==> src/rtl/dma_stat_pkg.sv <==
package dma_stat_pkg;
   typedef enum logic [1:0] {
      EV_NONE    = 2'd0,
      EV_START   = 2'd1,
      EV_END_OK  = 2'd2,
      EV_END_ERR = 2'd3
   } blk_event_e;
endpackage

==> src/rtl/dst_beat_counter.sv <==
module dst_beat_counter
   import dma_stat_pkg::*;
#(
   parameter int CNT_W    = 22,
   parameter bit SATURATE = 1'b1
) (
   input  logic             clk,
   input  logic             rst_n,
   input  blk_event_e       evt,
   input  logic             active,
   input  logic             beat,
   input  logic [CNT_W-1:0] blk_size,
   output logic [CNT_W-1:0] count
);
   localparam logic [CNT_W-1:0] CNT_MAX = {CNT_W{1'b1}};
   localparam logic [CNT_W-1:0] CNT_ONE = {{(CNT_W-1){1'b0}}, 1'b1};

   logic [CNT_W-1:0] count_inc;

   generate
      if (SATURATE) begin : g_sat
         always_comb count_inc = (count == CNT_MAX) ? count : count + CNT_ONE;
      end else begin : g_wrap
         always_comb count_inc = count + CNT_ONE;
      end
   endgenerate

   always_ff @(posedge clk or negedge rst_n) begin
      if (!rst_n) begin
         count <= '0;
      end else begin
         unique case (evt)
            EV_START:   count <= '0;
            EV_END_OK:  count <= blk_size;
            EV_END_ERR: count <= count;
            default:    if (active && beat) count <= count_inc;
         endcase
      end
   end
endmodule

==> src/rtl/fifo_residue_capture.sv <==
module fifo_residue_capture
   import dma_stat_pkg::*;
#(
   parameter int RES_W   = 15,
   parameter int BYTE_W  = 18,
   parameter int WCODE_W = 3
) (
   input  logic               clk,
   input  logic               rst_n,
   input  blk_event_e         evt,
   input  logic [BYTE_W-1:0]  fifo_bytes,
   input  logic [WCODE_W-1:0] src_wcode,
   input  logic [WCODE_W-1:0] dst_wcode,
   output logic [RES_W-1:0]   residue
);
   localparam logic [BYTE_W-1:0] BYTE_ONE = {{(BYTE_W-1){1'b0}}, 1'b1};

   logic [BYTE_W-1:0] item_bytes;
   logic [BYTE_W-1:0] whole_items;
   logic              frag_only;
   logic [RES_W-1:0]  items_fit;

   always_comb begin
      item_bytes  = BYTE_ONE << src_wcode;
      whole_items = fifo_bytes >> src_wcode;
      frag_only   = (dst_wcode > src_wcode) && (fifo_bytes < item_bytes);
   end

   generate
      if (BYTE_W > RES_W) begin : g_clamp
         always_comb items_fit = (|whole_items[BYTE_W-1:RES_W]) ?
                                 {RES_W{1'b1}} : whole_items[RES_W-1:0];
      end else if (BYTE_W == RES_W) begin : g_same
         always_comb items_fit = whole_items;
      end else begin : g_extend
         always_comb items_fit = {{(RES_W-BYTE_W){1'b0}}, whole_items};
      end
   endgenerate

   always_ff @(posedge clk or negedge rst_n) begin
      if (!rst_n) begin
         residue <= '0;
      end else begin
         unique case (evt)
            EV_START, EV_END_OK: residue <= '0;
            EV_END_ERR:          residue <= frag_only ? '0 : items_fit;
            default:             residue <= residue;
         endcase
      end
   end
endmodule

==> src/rtl/status_read_port.sv <==
module status_read_port #(
   parameter int WORD_W  = 64,
   parameter int CNT_W   = 22,
   parameter int RES_W   = 15,
   parameter int CNT_LSB = 0,
   parameter int RES_LSB = 32
) (
   input  logic              clk,
   input  logic              rst_n,
   input  logic [CNT_W-1:0]  count,
   input  logic [RES_W-1:0]  residue,
   input  logic              rd_en,
   output logic [WORD_W-1:0] rd_data
);
   logic [WORD_W-1:0] word;

   always_comb begin
      word = '0;
      word[CNT_LSB +: CNT_W] = count;
      word[RES_LSB +: RES_W] = residue;
   end

   always_ff @(posedge clk or negedge rst_n) begin
      if (!rst_n)     rd_data <= '0;
      else if (rd_en) rd_data <= word;
   end
endmodule

==> src/rtl/dma_xfer_status.sv <==
module dma_xfer_status
   import dma_stat_pkg::*;
#(
   parameter int WORD_W   = 64,
   parameter int CNT_W    = 22,
   parameter int RES_W    = 15,
   parameter int CNT_LSB  = 0,
   parameter int RES_LSB  = 32,
   parameter int BYTE_W   = 18,
   parameter int WCODE_W  = 3,
   parameter bit SATURATE = 1'b1
) (
   input  logic               clk,
   input  logic               rst_n,
   input  logic               ch_en,
   input  logic               dst_beat,
   input  logic               blk_done,
   input  logic               blk_err,
   input  logic [CNT_W-1:0]   blk_size,
   input  logic [BYTE_W-1:0]  fifo_bytes,
   input  logic [WCODE_W-1:0] src_wcode,
   input  logic [WCODE_W-1:0] dst_wcode,
   input  logic               rd_en,
   output logic [WORD_W-1:0]  rd_data
);
   generate
      if (CNT_LSB + CNT_W > RES_LSB) begin : g_bad_overlap
         $error("count field overlaps residue field");
      end
      if (RES_LSB + RES_W > WORD_W) begin : g_bad_word
         $error("residue field exceeds status word");
      end
      if (CNT_W < 2 || RES_W < 1) begin : g_bad_width
         $error("field widths too small");
      end
   endgenerate

   logic       ch_en_q;
   logic       en_rise;
   logic       blk_active;
   blk_event_e evt;
   logic [CNT_W-1:0] count;
   logic [RES_W-1:0] residue;

   always_comb begin
      en_rise = ch_en && !ch_en_q;
      if (en_rise)                      evt = EV_START;
      else if (blk_active && blk_err)   evt = EV_END_ERR;
      else if (blk_active && blk_done)  evt = EV_END_OK;
      else                              evt = EV_NONE;
   end

   always_ff @(posedge clk or negedge rst_n) begin
      if (!rst_n) begin
         ch_en_q    <= 1'b0;
         blk_active <= 1'b0;
      end else begin
         ch_en_q <= ch_en;
         if (evt == EV_START)                          blk_active <= 1'b1;
         else if (evt != EV_NONE || !ch_en)            blk_active <= 1'b0;
      end
   end

   dst_beat_counter #(.CNT_W(CNT_W), .SATURATE(SATURATE)) u_count (
      .clk(clk), .rst_n(rst_n), .evt(evt), .active(blk_active),
      .beat(dst_beat), .blk_size(blk_size), .count(count)
   );

   fifo_residue_capture #(.RES_W(RES_W), .BYTE_W(BYTE_W), .WCODE_W(WCODE_W)) u_res (
      .clk(clk), .rst_n(rst_n), .evt(evt), .fifo_bytes(fifo_bytes),
      .src_wcode(src_wcode), .dst_wcode(dst_wcode), .residue(residue)
   );

   status_read_port #(.WORD_W(WORD_W), .CNT_W(CNT_W), .RES_W(RES_W),
                      .CNT_LSB(CNT_LSB), .RES_LSB(RES_LSB)) u_read (
      .clk(clk), .rst_n(rst_n), .count(count), .residue(residue),
      .rd_en(rd_en), .rd_data(rd_data)
   );
endmodule

==> config.mk <==
export PLATFORM = sky130hd
export DESIGN_NAME = dma_xfer_status
export DESIGN_NICKNAME = d
export VERILOG_FILES = /design/src/rtl/dma_stat_pkg.sv /design/src/rtl/dst_beat_counter.sv /design/src/rtl/fifo_residue_capture.sv /design/src/rtl/status_read_port.sv /design/src/rtl/dma_xfer_status.sv
export SDC_FILE = /design/constraint.sdc
export NUM_CORES = 1
export LEC_CHECK = 0
export BUFFER_PORTS_ARGS = -buffer_cell sky130_fd_sc_hd__buf_2
export CELL_PAD_IN_SITES_DETAIL_PLACEMENT = 0
export CELL_PAD_IN_SITES_GLOBAL_PLACEMENT = 1
export CORE_UTILIZATION = 44
export CTS_CLUSTER_DIAMETER = 60
export DETAILED_ROUTE_END_ITERATION = 8
export GPL_ROUTABILITY_DRIVEN = 1
export PLACE_DENSITY_LB_ADDON = 0.15
export REMOVE_ABC_BUFFERS = 1
export SLEW_MARGIN = 0
export SYNTH_ARGS = -nofsm -noshare
export SYNTH_HDL_FRONTEND = slang
export SYNTH_SLANG_ARGS = --single-unit
==> constraint.sdc <==
create_clock -name clk -period 4.16 [get_ports clk]
set_input_delay 0.208 -clock clk [delete_from_list [all_inputs] [get_ports clk]]
set_output_delay 0.208 -clock clk [all_outputs]
set_load 0.005 [all_outputs]
==> metrics.cfg <==
[yosys]
yosys_warnings=0
synth_edf_count=0
yosys.area_share.adder=0.02996
netlist_area_um2=4594
synthCells=452
yosys.area_share.simple=0.1435
synth-xor-area-share=0.007625
synth-async-reset-ratio=1.000
ys_types=61
synth_compound_area_frac=0.1792
ys_ff_latch=76
synth_top_family_by_area=compound AO/OA/AOI/OAI gates
syn_avg_cell_area_um2=10.16
synthMuxAreaShare=0.1438
seq_area_frac_synth=0.4139
ys.flop_type=dfrtp_1

[power_and_ir_drop]
peakVddDrop_uv=219.2
sw_frac_of_total=0.2796
p_leak_uw=0.002491
net-switching-power_uw=485.7
comb_power_share=0.171
clockPowerShare=0.341
powerDensity_nw_per_um2=335.7
power_frac_seq=0.488
internal-power_uw=1251

[grt]
grt_max_degree=77
track_usage=0.2047
first_global_vias=3484
grt_pass1_wl_um=17760
grt_antenna_before_repair=0
grt_remaining_overflow=0

[timing]
worst_pin_slew_ns=1.053
slew_headroom=0.2956
finalSetupViolations=0
slew_violations=0
rsz0062_at_grt=false
post-route-min-period_ns=2.689
fmax_mhz=371.9
period_share=0.6464
setup_tns_ns=0
hold_viol=0
fin_skew_ns=0.01038

[detailed_routing]
routed_via_density=5.547
first_pass_iters=4
first_iter_violations=132
post-route-drc-count=0
ant_nets=0
routed_wirelength_um=10590
num_vias=3683
wl_per_cell_um=15.95

[floorplanning]
core-area_um2=9955
ios=117
fp.dieH_um=104.2
die_w_um=104.2
rows=36
initial_core_util=0.4615
die_area_um2=10850

[final_layout]
num-fill-cells=955
drive_gt1_frac=0.3126
nNetsFinal=590
final_util=0.5197
diodes=0
fin_area_um2=5174
area_growth_pct=12.61
final_common_cell=buf_2
layout_common_cells=88 x buf_2, 76 x dfrtp_1, 48 x mux2_2

[cts]
holdBufCountCts=0
ctsLongestPathBuffers=2
cts_buffers=9
cts_tree=built
clock_sinks=76
ctsResizeCount=0
cts-htree-levels=3
clk_latency_ns=0.35
post_cts_buffers=0
cts.clk_slew.worst_paths_ns=0.08
cts-root-buf=clkbuf_8

[critical_path]
worstPathArrival_ns=2.97
path_max_fanout=21
cp-start-kind=input port
crit_type=in -> reg
worstPathRequired_ns=4.44
end_kind=flip-flop

[placement]
dp_hpwl_um=7627
gp_congestion=0.8873
placed_cell_area_um2=4964
io_buffers=89

[run_status]
status=complete, no violations

[worst_hold_path]
hp-class=in -> async

[flow_run]
drv_cap=0

synthesized netlist by cell type (5+ instances only):
| library cell | number | area (um^2) |
|---|---|---|
| dfrtp_1 | 76 | 1902 |
| mux2_2 | 48 | 540.5 |
| nand2_1 | 47 | 176.4 |
| buf_4 | 28 | 210.2 |
| nor2_1 | 25 | 93.84 |
| a21oi_1 | 21 | 105.1 |
| o21ai_0 | 19 | 95.09 |
| a32o_1 | 14 | 140.1 |
| clkbuf_1 | 13 | 48.80 |
| mux2i_1 | 12 | 120.1 |
| a22oi_1 | 11 | 82.58 |
| ha_1 | 11 | 137.6 |
| nor3_1 | 11 | 55.05 |
| a2bb2oi_1 | 10 | 87.58 |
| nand3_1 | 10 | 50.05 |
| nand4_1 | 9 | 56.30 |
| buf_2 | 8 | 40.04 |
| o31ai_1 | 6 | 45.04 |
| a31oi_1 | 5 | 31.28 |
registers in the layout, summed over array words and instances, names as in the netlist:
name / cells
blk_active: 1
u_res.residue: 15
u_read.rd_data: 37
u_count.count: 22
ch_en_q: 1
logic make-up (layout without fill, tap and decap cells):
kind of cell,Yosys count,count (layout)
fa+ha+maj,11,11
simple gates,129,129
compound gates,112,112
buf+inv,59,112
xor+xnor,4,4
mux,60,60
other cells,1,27
flops,76,76
worst paths after layout:
kind / startpoint / end / slack [ns] / cells after the start
hold reg to reg: u_res.residue[12]$_DFFE_PN0P_ / u_res.residue[12]$_DFFE_PN0P_ / 0.49 / 2
hold / removal: rst_n / u_res.residue[11]$_DFFE_PN0P_ / 0.008 / 1
min in group clk: ch_en / ch_en_q$_DFF_PN0_ / 0.04 / 1
max in group asynchronous: rst_n / u_read.rd_data[33]$_DFFE_PN0P_ / 3.54 / 1
setup / recovery: src_wcode[1] / u_res.residue[5]$_DFFE_PN0P_ / 1.47 / 10
setup reg to reg: u_count.count[0]$_DFFE_PN0P_ / u_count.count[14]$_DFFE_PN0P_ / 1.57 / 6
critical path, stage by stage:
cell and delay, ns:
buf_2 0.31, clkinv_1 0.51, nor2_1 0.36, nand2_1 0.10, ha_1 0.28, nand2_1 0.04
nor3_1 0.16, a21oi_1 0.09, o2111ai_1 0.63, a32o_1 0.28
layer usage:
layer / global-route usage / vias up / wire (um)
met5: 0 / - / 0
met4: 0.05306 / 0 / 89
met3: 0.03571 / 8 / 408
met2: 0.3067 / 98 / 4643
met1: 0.3043 / 1782 / 5452
li1: - / 1795 / -
per-stage QoR:
| step | hold slack [ns] | std cells | setup WS [ns] | power (uW) |
|---|---|---|---|---|
| floorplan | -0.08759 | 425 | 2.066 | 1019 |
| global placement | 0.3879 | 648 | 1.275 | 1155 |
| detailed placement | 0.3909 | 648 | 1.083 | 1161 |
| CTS | 0.02209 | 664 | 1.474 | 1761 |
| global route | 0.02088 | 664 | 1.012 | 1836 |
| finish | 0.007611 | 664 | 1.471 | 1737 |
power by group through the flow:
stage | sequential (uW) | clock (uW) | combinational [uW]
global route | 858 | 645 | 333
floorplan | 855 | 0 | 165
CTS | 848 | 613 | 300
global placement | 860 | 0 | 295
finish | 848 | 592 | 297
detailed placement | 862 | 0 | 299
layout make-up:
type                       instances  area [um^2]  share of cell area
multi-input combinational        343         2417              0.4672
tap                              133        166.4             0.03216
inverter                           6        22.52            0.004353
clock buffer                      11        151.4             0.02926
sequential                        76         1902              0.3676
timing repair buffer              90        455.4             0.08803
clock inverter                     5        58.81             0.01137
Power figures use the tool's default switching activity.
